### config.mk
export PLATFORM = sky130hd
export DESIGN_NAME = i2cm_regfront
export DESIGN_NICKNAME = d
export VERILOG_FILES = /design/src/rtl/i2cm_pkg.sv /design/src/rtl/i2cm_fifo.sv /design/src/rtl/i2cm_xfer.sv /design/src/rtl/i2cm_regfront.sv
export SDC_FILE = /design/constraint.sdc
export NUM_CORES = 1
export LEC_CHECK = 0
export BUFFER_PORTS_ARGS = -buffer_cell sky130_fd_sc_hd__buf_2
export CELL_PAD_IN_SITES_DETAIL_PLACEMENT = 0
export CELL_PAD_IN_SITES_GLOBAL_PLACEMENT = 1
export CORE_MARGIN = 3
export CORE_UTILIZATION = 25
export DETAILED_ROUTE_END_ITERATION = 16
export PLACE_DENSITY_LB_ADDON = 0.08
export SLEW_MARGIN = 20
export SYNTH_ARGS = -nofsm -noshare
export SYNTH_HDL_FRONTEND = slang
export SYNTH_SLANG_ARGS = --single-unit
### constraint.sdc
create_clock -name clk -period 3.7 [get_ports clk]
set_clock_uncertainty 0.05 [all_clocks]
set_input_delay 0.555 -clock clk [delete_from_list [all_inputs] [get_ports clk]]
set_output_delay 0.555 -clock clk [all_outputs]
set_load 0.05 [all_outputs]
### src/rtl/i2cm_pkg.sv
package i2cm_pkg;
  // word index of each register (byte address bits 4:2)
  localparam logic [2:0] W_CTRL = 3'd0;
  localparam logic [2:0] W_STAT = 3'd1;
  localparam logic [2:0] W_LEN  = 3'd2;
  localparam logic [2:0] W_TGT  = 3'd3;
  localparam logic [2:0] W_FIFO = 3'd4;
  localparam logic [2:0] W_DIV  = 3'd5;
  localparam logic [2:0] W_DEL  = 3'd6;
  localparam logic [2:0] W_CLKT = 3'd7;

  // control bit positions
  localparam int C_RD   = 0;
  localparam int C_CLRA = 4;
  localparam int C_CLRB = 5;
  localparam int C_GO   = 7;
  localparam int C_IED  = 8;
  localparam int C_IET  = 9;
  localparam int C_IER  = 10;
  localparam int C_EN   = 15;

  // status bits cleared by writing one
  localparam int S_DONE = 1;
  localparam int S_NAK  = 8;
  localparam int S_TMO  = 9;

  typedef struct packed {
    logic en;
    logic ier;
    logic iet;
    logic ied;
    logic rd;
  } ctrl_t;
endpackage

### src/rtl/i2cm_fifo.sv
module i2cm_fifo #(
  parameter int W     = 8,
  parameter int DEPTH = 16,
  localparam int PW   = $clog2(DEPTH),
  localparam int CW   = $clog2(DEPTH + 1)
) (
  input  logic          clk,
  input  logic          rst_n,
  input  logic          flush,
  input  logic          push,
  input  logic [W-1:0]  pdata,
  input  logic          pop,
  output logic [W-1:0]  head,
  output logic [CW-1:0] count,
  output logic          empty,
  output logic          full
);
  logic [W-1:0]  mem [DEPTH];
  logic [PW-1:0] wp_q, rp_q, wp_d, rp_d;
  logic [CW-1:0] cnt_q, cnt_d;
  logic          push_ok, pop_ok;

  assign empty   = (cnt_q == '0);
  assign full    = (cnt_q == CW'(DEPTH));
  assign push_ok = push && !full && !flush;
  assign pop_ok  = pop && !empty && !flush;
  assign head    = empty ? '0 : mem[rp_q];
  assign count   = cnt_q;

  always_comb begin
    wp_d  = wp_q;
    rp_d  = rp_q;
    cnt_d = cnt_q;
    if (flush) begin
      wp_d  = '0;
      rp_d  = '0;
      cnt_d = '0;
    end else begin
      if (push_ok) wp_d = (wp_q == PW'(DEPTH - 1)) ? '0 : wp_q + 1'b1;
      if (pop_ok)  rp_d = (rp_q == PW'(DEPTH - 1)) ? '0 : rp_q + 1'b1;
      cnt_d = cnt_q + CW'(push_ok) - CW'(pop_ok);
    end
  end

  always_ff @(posedge clk or negedge rst_n) begin
    if (!rst_n) begin
      wp_q  <= '0;
      rp_q  <= '0;
      cnt_q <= '0;
    end else begin
      wp_q  <= wp_d;
      rp_q  <= rp_d;
      cnt_q <= cnt_d;
    end
  end

  always_ff @(posedge clk) begin
    if (push_ok) mem[wp_q] <= pdata;
  end


  fifo_bound_chk: assert property (@(posedge clk) disable iff (!rst_n)
    cnt_q <= CW'(DEPTH));

  fifo_full_hold_chk: assert property (@(posedge clk) disable iff (!rst_n)
    (full && push && !pop && !flush) |=> full);
endmodule

### src/rtl/i2cm_xfer.sv
module i2cm_xfer #(
  parameter int LW = 16
) (
  input  logic          clk,
  input  logic          rst_n,
  input  logic          start,
  input  logic          start_rd,
  input  logic          clr,
  input  logic [LW-1:0] dlen,
  input  logic          w1c_done,
  input  logic          w1c_nak,
  input  logic          w1c_tmo,
  input  logic          fifo_empty,
  input  logic          fifo_full,
  input  logic [7:0]    fifo_head,
  input  logic          eng_ack,
  input  logic          eng_nack,
  input  logic [7:0]    eng_rbyte,
  input  logic          eng_tmo,
  output logic          active,
  output logic          dir_rd,
  output logic          done,
  output logic          nak,
  output logic          tmo,
  output logic          eng_req,
  output logic [7:0]    eng_wbyte,
  output logic          eng_start,
  output logic          eng_rep,
  output logic          eng_abort,
  output logic          fifo_pop,
  output logic          fifo_push,
  output logic [7:0]    fifo_pdata
);
  logic          act_q, act_d, dir_q, dir_d, pend_q, pend_d;
  logic          done_q, done_d, nak_q, nak_d, tmo_q, tmo_d;
  logic [LW-1:0] cnt_q, cnt_d;

  always_comb begin
    act_d      = act_q;
    dir_d      = dir_q;
    pend_d     = pend_q;
    cnt_d      = cnt_q;
    done_d     = done_q & ~w1c_done;
    nak_d      = nak_q & ~w1c_nak;
    tmo_d      = tmo_q & ~w1c_tmo;
    eng_req    = 1'b0;
    eng_wbyte  = 8'd0;
    eng_start  = 1'b0;
    eng_rep    = 1'b0;
    eng_abort  = 1'b0;
    fifo_pop   = 1'b0;
    fifo_push  = 1'b0;
    fifo_pdata = eng_rbyte;
    // engine finished one byte; late answers after an abort are dropped
    if (eng_ack) begin
      pend_d = 1'b0;
      if (act_q && cnt_q != '0) begin
        cnt_d = cnt_q - 1'b1;
        if (dir_q) fifo_push = 1'b1;
        if (eng_nack) begin
          nak_d = 1'b1;
          act_d = 1'b0;
        end
      end
    end
    if (eng_tmo) begin
      tmo_d  = 1'b1;
      act_d  = 1'b0;
      pend_d = 1'b0;
    end
    // hand out the next byte
    if (act_q && !pend_q && cnt_q != '0 && !eng_tmo) begin
      if (!dir_q && !fifo_empty) begin
        eng_req   = 1'b1;
        eng_wbyte = fifo_head;
        fifo_pop  = 1'b1;
        pend_d    = 1'b1;
      end else if (dir_q && !fifo_full) begin
        eng_req = 1'b1;
        pend_d  = 1'b1;
      end
    end
    if (act_q && cnt_q == '0 && !pend_q && !eng_tmo) begin
      act_d  = 1'b0;
      done_d = 1'b1;
    end
    if (clr && act_q && dir_q) begin
      eng_abort = 1'b1;
      act_d     = 1'b0;
    end
    if (start) begin
      eng_start = 1'b1;
      eng_rep   = act_q && !dir_q;
      act_d     = 1'b1;
      dir_d     = start_rd;
      cnt_d     = dlen;
    end
  end

  always_ff @(posedge clk or negedge rst_n) begin
    if (!rst_n) begin
      act_q  <= 1'b0;
      dir_q  <= 1'b0;
      pend_q <= 1'b0;
      cnt_q  <= '0;
      done_q <= 1'b0;
      nak_q  <= 1'b0;
      tmo_q  <= 1'b0;
    end else begin
      act_q  <= act_d;
      dir_q  <= dir_d;
      pend_q <= pend_d;
      cnt_q  <= cnt_d;
      done_q <= done_d;
      nak_q  <= nak_d;
      tmo_q  <= tmo_d;
    end
  end

  assign active = act_q;
  assign dir_rd = dir_q;
  assign done   = done_q;
  assign nak    = nak_q;
  assign tmo    = tmo_q;


  req_when_active_chk: assert property (@(posedge clk) disable iff (!rst_n)
    eng_req |-> act_q);

  single_outstanding_chk: assert property (@(posedge clk) disable iff (!rst_n)
    eng_req |=> !eng_req);

  done_after_active_chk: assert property (@(posedge clk) disable iff (!rst_n)
    $rose(done_q) |-> $past(act_q));

  abort_ends_chk: assert property (@(posedge clk) disable iff (!rst_n)
    (eng_abort && !eng_start) |=> !act_q);
endmodule

### src/rtl/i2cm_regfront.sv
module i2cm_regfront
  import i2cm_pkg::*;
#(
  parameter int DEPTH = 16,
  parameter int LW    = 16,
  parameter int TW    = 7,
  localparam int CW   = $clog2(DEPTH + 1)
) (
  input  logic        clk,
  input  logic        rst_n,
  input  logic        bus_wr,
  input  logic        bus_rd,
  input  logic [4:0]  bus_addr,
  input  logic [31:0] bus_wdata,
  output logic [31:0] bus_rdata,
  output logic        irq,
  output logic        eng_start,
  output logic        eng_rep,
  output logic        eng_read,
  output logic [6:0]  eng_tgt,
  output logic        eng_req,
  output logic [7:0]  eng_wbyte,
  input  logic        eng_ack,
  input  logic        eng_nack,
  input  logic [7:0]  eng_rbyte,
  input  logic        eng_tmo,
  output logic        eng_abort,
  output logic [15:0] cfg_div,
  output logic [31:0] cfg_del,
  output logic [15:0] cfg_clkt
);
  localparam logic [CW-1:0] LOW_MARK  = CW'(DEPTH / 4);
  localparam logic [CW-1:0] HIGH_MARK = CW'((3 * DEPTH) / 4);

  logic [2:0]    widx;
  logic          we_ctrl, we_stat, we_len, we_tgt, we_fifo, we_div, we_del, we_clkt;
  logic          go, clr, host_pop;
  ctrl_t         ctrl_q;
  logic [LW-1:0] len_q;
  logic [TW-1:0] tgt_q;
  logic [15:0]   div_q, clkt_q;
  logic [31:0]   del_q;

  logic          f_push, f_pop, f_empty, f_full, x_push, x_pop;
  logic [7:0]    f_pdata, f_head, x_pdata;
  logic [CW-1:0] f_count;
  logic          act, dir, done, nak, tmo, txw, rxr;
  logic [31:0]   stat_v;

  assign widx     = bus_addr[4:2];
  assign we_ctrl  = bus_wr && widx == W_CTRL;
  assign we_stat  = bus_wr && widx == W_STAT;
  assign we_len   = bus_wr && widx == W_LEN;
  assign we_tgt   = bus_wr && widx == W_TGT;
  assign we_fifo  = bus_wr && widx == W_FIFO;
  assign we_div   = bus_wr && widx == W_DIV;
  assign we_del   = bus_wr && widx == W_DEL;
  assign we_clkt  = bus_wr && widx == W_CLKT;
  assign go       = we_ctrl && bus_wdata[C_GO] && bus_wdata[C_EN];
  assign clr      = we_ctrl && (bus_wdata[C_CLRA] || bus_wdata[C_CLRB]);
  assign host_pop = bus_rd && widx == W_FIFO;

  always_ff @(posedge clk or negedge rst_n) begin
    if (!rst_n) begin
      ctrl_q <= '0;
      len_q  <= '0;
      tgt_q  <= '0;
      div_q  <= '0;
      del_q  <= '0;
      clkt_q <= '0;
    end else begin
      if (we_ctrl) ctrl_q <= '{en: bus_wdata[C_EN], ier: bus_wdata[C_IER],
                               iet: bus_wdata[C_IET], ied: bus_wdata[C_IED],
                               rd: bus_wdata[C_RD]};
      if (we_len)  len_q  <= bus_wdata[LW-1:0];
      if (we_tgt)  tgt_q  <= bus_wdata[TW-1:0];
      if (we_div)  div_q  <= bus_wdata[15:0];
      if (we_del)  del_q  <= bus_wdata;
      if (we_clkt) clkt_q <= bus_wdata[15:0];
    end
  end

  // the engine side owns the FIFO ports when it needs them
  assign f_push  = x_push || we_fifo;
  assign f_pdata = x_push ? x_pdata : bus_wdata[7:0];
  assign f_pop   = x_pop || host_pop;

  i2cm_fifo #(.W(8), .DEPTH(DEPTH)) u_fifo (
    .clk(clk), .rst_n(rst_n), .flush(clr), .push(f_push), .pdata(f_pdata),
    .pop(f_pop), .head(f_head), .count(f_count), .empty(f_empty), .full(f_full)
  );

  i2cm_xfer #(.LW(LW)) u_xfer (
    .clk(clk), .rst_n(rst_n), .start(go), .start_rd(bus_wdata[C_RD]), .clr(clr),
    .dlen(len_q), .w1c_done(we_stat && bus_wdata[S_DONE]),
    .w1c_nak(we_stat && bus_wdata[S_NAK]), .w1c_tmo(we_stat && bus_wdata[S_TMO]),
    .fifo_empty(f_empty), .fifo_full(f_full), .fifo_head(f_head),
    .eng_ack(eng_ack), .eng_nack(eng_nack), .eng_rbyte(eng_rbyte), .eng_tmo(eng_tmo),
    .active(act), .dir_rd(dir), .done(done), .nak(nak), .tmo(tmo),
    .eng_req(eng_req), .eng_wbyte(eng_wbyte), .eng_start(eng_start),
    .eng_rep(eng_rep), .eng_abort(eng_abort), .fifo_pop(x_pop),
    .fifo_push(x_push), .fifo_pdata(x_pdata)
  );

  assign txw    = f_count < LOW_MARK;
  assign rxr    = f_count > HIGH_MARK;
  assign stat_v = {22'd0, tmo, nak, f_full, f_empty, !f_empty, !f_full,
                   rxr, txw, done, act};

  always_comb begin
    unique case (widx)
      W_CTRL:  bus_rdata = {16'd0, ctrl_q.en, 4'd0, ctrl_q.ier, ctrl_q.iet,
                            ctrl_q.ied, 7'd0, ctrl_q.rd};
      W_STAT:  bus_rdata = stat_v;
      W_LEN:   bus_rdata = 32'(len_q);
      W_TGT:   bus_rdata = 32'(tgt_q);
      W_FIFO:  bus_rdata = {24'd0, f_head};
      W_DIV:   bus_rdata = {16'd0, div_q};
      W_DEL:   bus_rdata = del_q;
      default: bus_rdata = {16'd0, clkt_q};
    endcase
  end

  assign irq = (done && ctrl_q.ied) || (txw && ctrl_q.iet && act && !dir) ||
               (rxr && ctrl_q.ier && act && dir) || nak || tmo;

  assign eng_read = dir;
  assign eng_tgt  = 7'(tgt_q);
  assign cfg_div  = div_q;
  assign cfg_del  = del_q;
  assign cfg_clkt = clkt_q;


  fault_irq_chk: assert property (@(posedge clk) disable iff (!rst_n)
    (nak || tmo) |-> irq);

  tmo_sets_chk: assert property (@(posedge clk) disable iff (!rst_n)
    eng_tmo |=> (tmo && !act));

  start_active_chk: assert property (@(posedge clk) disable iff (!rst_n)
    eng_start |=> act);
endmodule

# Word level (Yosys, flattened, before mapping)
# Memory sizes are Yosys's and may differ from the RTL's.
# Index checks and enable logic that the tools add are counted.
[totals]
memories = 1
wordCells = 153
register_bits = 127
mem_bits_rw = 128
[classes]
n_reduce_logical = 64
add_sub_neg = 5
n_eq_ne = 10
n_mux = 45
bitwise = 6
n_lt_le_gt_ge = 2
[memory_table]
columns = ["memory", "words", "width", "read_ports", "rd_clocked_by_memory_dff", "write_ports", "line", "text"]
rows = [
  ["u_fifo.mem", 16, 8, 1, 0, 1, "i2cm_fifo.sv:18", "logic [W-1:0] mem [DEPTH];"],
]
[op_table]
columns = ["op", "n"]
rows = [
  ["one-hot mux 32 bit (7 select lines)", 1],
  ["2-to-1 mux 16 bit", 3],
  ["logical AND 1 bit", 38],
  ["2-to-1 mux 8 bit", 4],
  ["2-to-1 mux 1 bit", 30],
  ["2-to-1 mux 4 bit", 6],
  ["logical NOT 16 bit", 1],
  ["nonzero test 16 bit", 1],
  ["subtractor 16 x 1 -> 16 bit (second input constant)", 1],
  ["nonzero test 5 bit", 3],
  ["equality test 3 bit (second input constant)", 4],
  ["adder 4 x 1 -> 4 bit (second input constant)", 2],
  ["equality test 4 bit (second input constant)", 2],
  ["nonzero test 2 bit", 4],
  ["logical OR 1 bit", 7],
  ["equality test 3 x 2 -> 1 bit (second input constant)", 2],
  ["logical NOT 1 bit", 6],
  ["adder 5 x 1 -> 5 bit", 1],
  ["equality test 5 bit (second input constant)", 1],
  ["greater-than comparator 5 x 4 -> 1 bit (second input constant)", 1],
  ["logical NOT 5 bit", 1],
  ["< comparator 5 x 3 -> 1 bit (second input constant)", 1],
  ["2-to-1 mux 5 bit", 1],
  ["subtractor 5 x 1 -> 5 bit", 1],
  ["6 further kinds", 10],
]

# Longest topological paths before layout
[logic_depth]
ltp_word = 10
depth_mapped = 17

# Hierarchy
# Synthesis repeated with hierarchy kept, for this count alone.
[hier_totals]
cells_unflattened = 864
area_unflattened_um2 = 12186.7
[modules_own_cells]
columns = ["mod", "area_per_inst_um2", "cells_each", "seq_area_each_um2", "n_inst"]
rows = [
  ["i2cm_fifo", 5785.5, 308, 4169.0, 1],
  ["i2cm_regfront", 4817.1, 371, 2302.2, 1],
  ["i2cm_xfer", 1584.0, 185, 550.5, 1],
]

# Least setup slack after synthesis
# OpenSTA, ideal clock, no wires.
[synth_timing]
kind = "flip-flop to output port"
startpoint = "register u_xfer.cnt_q[0]"
endpoint = "output eng_req"
path_buffers = 1
arrival_ps = 2736
setup_slack_ps = 359
path_stages_with_launch = 9
path_cell_list = "dfrtp_1 -> inv_1 -> ha_1 -> nor2b_1 -> and2_1 -> clkbuf_1 -> nand2_1 -> o21ai_0 -> nor4_1"
[synth_between]
elab_chain_cells = 4
[synth_lines]
columns = ["item", "line", "text"]
rows = [
  ["start, declared", "i2cm_xfer.sv:36", "logic [LW-1:0] cnt_q, cnt_d;"],
  ["start signal, assigned", "i2cm_xfer.sv:113", "cnt_q <= cnt_d;"],
  ["nonzero test 16 bit", "i2cm_xfer.sv:72", "if (act_q && !pend_q && cnt_q != '0 && !eng_tmo) begin"],
  ["logical AND 1 bit (2 in series)", "i2cm_xfer.sv:72", ""],
  ["2-to-1 mux 1 bit", "i2cm_xfer.sv:72", ""],
  ["end, declared", "i2cm_regfront.sv:21", "output logic eng_req,"],
]
# Every way passes these cells.

# Worst setup path in the final report
[layout_timing]
startpoint = "register u_fifo.rp_q[0]"
endpoint = "output bus_rdata[0]"
[layout_between]
elab_chain_cells = 3
[layout_lines]
columns = ["item", "line", "text"]
rows = [
  ["start, declared", "i2cm_fifo.sv:19", "logic [PW-1:0] wp_q, rp_q, wp_d, rp_d;"],
  ["start signal, assigned", "i2cm_fifo.sv:52", "rp_q <= rp_d;"],
  ["memory (16 x 8 bit)", "n/a", ""],
  ["2-to-1 mux 8 bit", "i2cm_fifo.sv:27", "assign head = empty ? '0 : mem[rp_q];"],
  ["one-hot mux 32 bit (7 select lines)", "i2cm_regfront.sv:111", "unique case (widx)"],
  ["end, declared", "i2cm_regfront.sv:15", "output logic [31:0] bus_rdata,"],
]
# Every way passes these cells.

==> flow_summary.ini <==
[sta]
maxSlewViolCount = 0
setup_viol = 0
rsz0062_at_grt = false
period_share = 0.951
period_minus_slack_ns = 3.52
layout_setup_ws_ns = 0.182
slew_headroom = 0.300
worstMarginPinSlew_ns = 1.05
fin_setup_tns_ns = 0
hold_ws_ns = 0.158
timing_hold_violations_final = 0
max_freq_ghz = 0.284

[floorplan]
dieArea_um2 = 49300
initial_core_util = 0.255
die_w_um = 222
rows = 78
die_h_um = 222
core_region_area_um2 = 45800
io_pins = 169

[cts]
clock_latency_ns = 0.58
htree_num_levels = 1
cts_tree = built
clkTransAtPathRegs_ns = 0.07
cts-root-buf = clkbuf_16
numCtsBuffers = 31
clock_sinks = 255
clk_path_buf_depth = 3

[setup_path]
crit_required_ns = 3.09
critPathCaptureType = output port
path_buf_inv = 2
start_kind = flop
critPathMaxStageDelay_ns = 0.49
crit_arrival_ns = 2.91
cp_max_fo = 10
path_cells = buf_12, mux4_2, a22o_1, a221oi_1, o221ai_1, o21a_1, buf_2
crit_type = flop to output port
cpLargestDelayFamily = compound AO/OA/AOI/OAI gates
cpMaxStageDelayCell = mux4_2

[synthesis]
ys_ff_latch = 255
avgSynthCellArea_um2 = 13.9
synth_cells = 843
yosys.cell_types.count = 68
synth-main-ff-cell = edfxtp_1
synth-edff-count = 128
ys_warn_count = 0
async_flop_share = 0.498
syn_nets = 912
yosysTopAreaCellShare = 0.329
yosysSeqAreaShare = 0.601
synth_area_um2 = 11700
yosysTopAreaCell = edfxtp_1
synth.area.top_cells = edfxtp_1, dfrtp_1, mux2_2

[global_route]
grt_pass1_vias = 8091
grt_antenna_before_repair = 0
use_met1 = 0.200
grtUsageMet2 = 0.256
grt_pass1_wl_um = 56300
busiest_layer = met2
globalRouteMet3Util = 0.0222
grt_overflow_total = 0
grt_max_degree = 54
track_usage = 0.150

[pwr]
p_leak_nw = 5.89
p_per_area_nw_per_um2 = 680
totalPowerFinal_mw = 9.88
peakVddDrop_uv = 371

[drt]
route.detailed.drc = 0
routed_wl_um = 37500
detail_route.first_pass.iterations = 6
drt-vias-per-instance = 4.62
drtAntennaViolNets = 0
first_iter_violations = 418
vias = 7699
wire_per_inst_um = 22.5

[place]
io_buffers = 166
place_congestion = 0.724
dp_hpwl_um = 27200
post-place-ws_ns = 0.263
dp_cells = 1604

[outcome]
status = finished, final reports clean

[finish]
areaGrowthSynthToFinish_pct = 24.4
drive_above_1_share = 0.389
nFillCells = 4632
seqCellArea_um2 = 7030
multi_input_area_um2 = 4410
final_cells = 1665
layout.nets = 1110

[flow_run]
cap_violations = 0

[worst_hold_path]
holdCritPathClass = input port to flop
## where the power goes
group	total (mW)	internal [mW]	leakage (nW)	switching (mW)
sequential	3.72	3.36	2.70	0.365
clock	3.01	1.79	0.486	1.22
combinational	3.14	1.19	2.70	1.95
total	9.88	6.33	5.89	3.54
## synthesized netlist by cell type, drive strengths merged, types with 8 or more instances
cell type  count
a21oi         25
a221oi        10
a22o           9
a22oi         10
a31oi          8
and3          30
buf           19
clkbuf        31
dfrtp        127
edfxtp       128
ha            16
inv           19
mux2         102
mux2i          9
mux4          32
nand2         54
nand3         19
nor2          47
nor2b          8
nor3          10
o21ai         29
xnor2          8
## cell usage in the layout (no fill, tap or decap), types with 7 or more instances in the layout
cell type	count
buf_2	164
edfxtp_1	128
dfrtp_1	126
mux2_2	102
nand2_1	54
nor2_1	47
buf_4	43
mux4_2	32
clkbuf_16	31
and3_1	30
o21ai_0	26
a21oi_1	24
inv_1	18
nand3_1	16
ha_1	16
a22oi_1	10
a22o_1	9
mux2i_1	9
nor3_1	9
a31oi_1	8
xnor2_1	8
clkbuf_1	8
and2_1	7
nor2b_1	7
## path summary, 6_finish.rpt
kind,start,end,slack [ns],cells after the start
setup / recovery,u_fifo.rp_q[0],bus_rdata[0],0.18,7
hold / removal,bus_wdata[29],cfg_del[29],0.16,2
setup reg to reg,u_fifo.count[2],u_fifo.count[4],0.37,16
hold reg to reg,ctrl_q[4],ctrl_q[4],0.46,1
max in group asynchronous,rst_n,cfg_del[30],2.23,3
min in group asynchronous,rst_n,ctrl_q[1],0.48,2
## logic make-up after synthesis
logic type / share of synthesized area
DFF: 0.601
and+or+nand+nor: 0.0983
muxes: 0.168
AOI/OAI and AO/OA: 0.0768
buffers and inverters: 0.0264
adders and majority gates: 0.0189
xor gates and xnor gates: 0.0105
## layout make-up
type,instances,share of cell area
Sequential cell,255,0.484
Multi-Input combinational cell,519,0.303
Timing Repair Buffer,215,0.0873
Clock buffer,41,0.0574
Tap cell,600,0.0517
Clock inverter,15,0.0114
Inverter,19,0.00491
Antenna cell,1,0.000172
## through the flow
step                instance area [um2]  utilization
floorplan                         11700            -
global placement                  13400        0.293
detailed placement                13400        0.293
CTS                               14500        0.316
global route                      14500        0.317
finish                            14500        0.317
## state kept, by name, indices dropped and copies added, names as in the netlist, 4 cells and up
| signal | flops |
|---|---|
| u_fifo.wp_q | 4 |
| u_fifo.count | 5 |
| cfg_div | 16 |
| u_xfer.cnt_q | 16 |
| eng_tgt | 7 |
| u_fifo.mem | 128 |
| u_fifo.rp_q | 4 |
| ctrl_q | 5 |
| cfg_clkt | 16 |
| len_q | 16 |
| cfg_del | 32 |
## metal layers
metal	vias to the layer above	routed length (um)
li1	3601	-
met1	3903	17000
met2	144	18300
met3	51	1310
met4	0	942
met5	-	0
## what timing repair did
action | 4_1_cts | 5_1_grt
resized for setup | 2 | 9
hold buffers | 1 | 0
setup buffers | 3 | 0
endpoints found under the setup margin | 16 | 12
hold endpoints to repair | 51 | 0
Power figures use the tool's default switching activity.
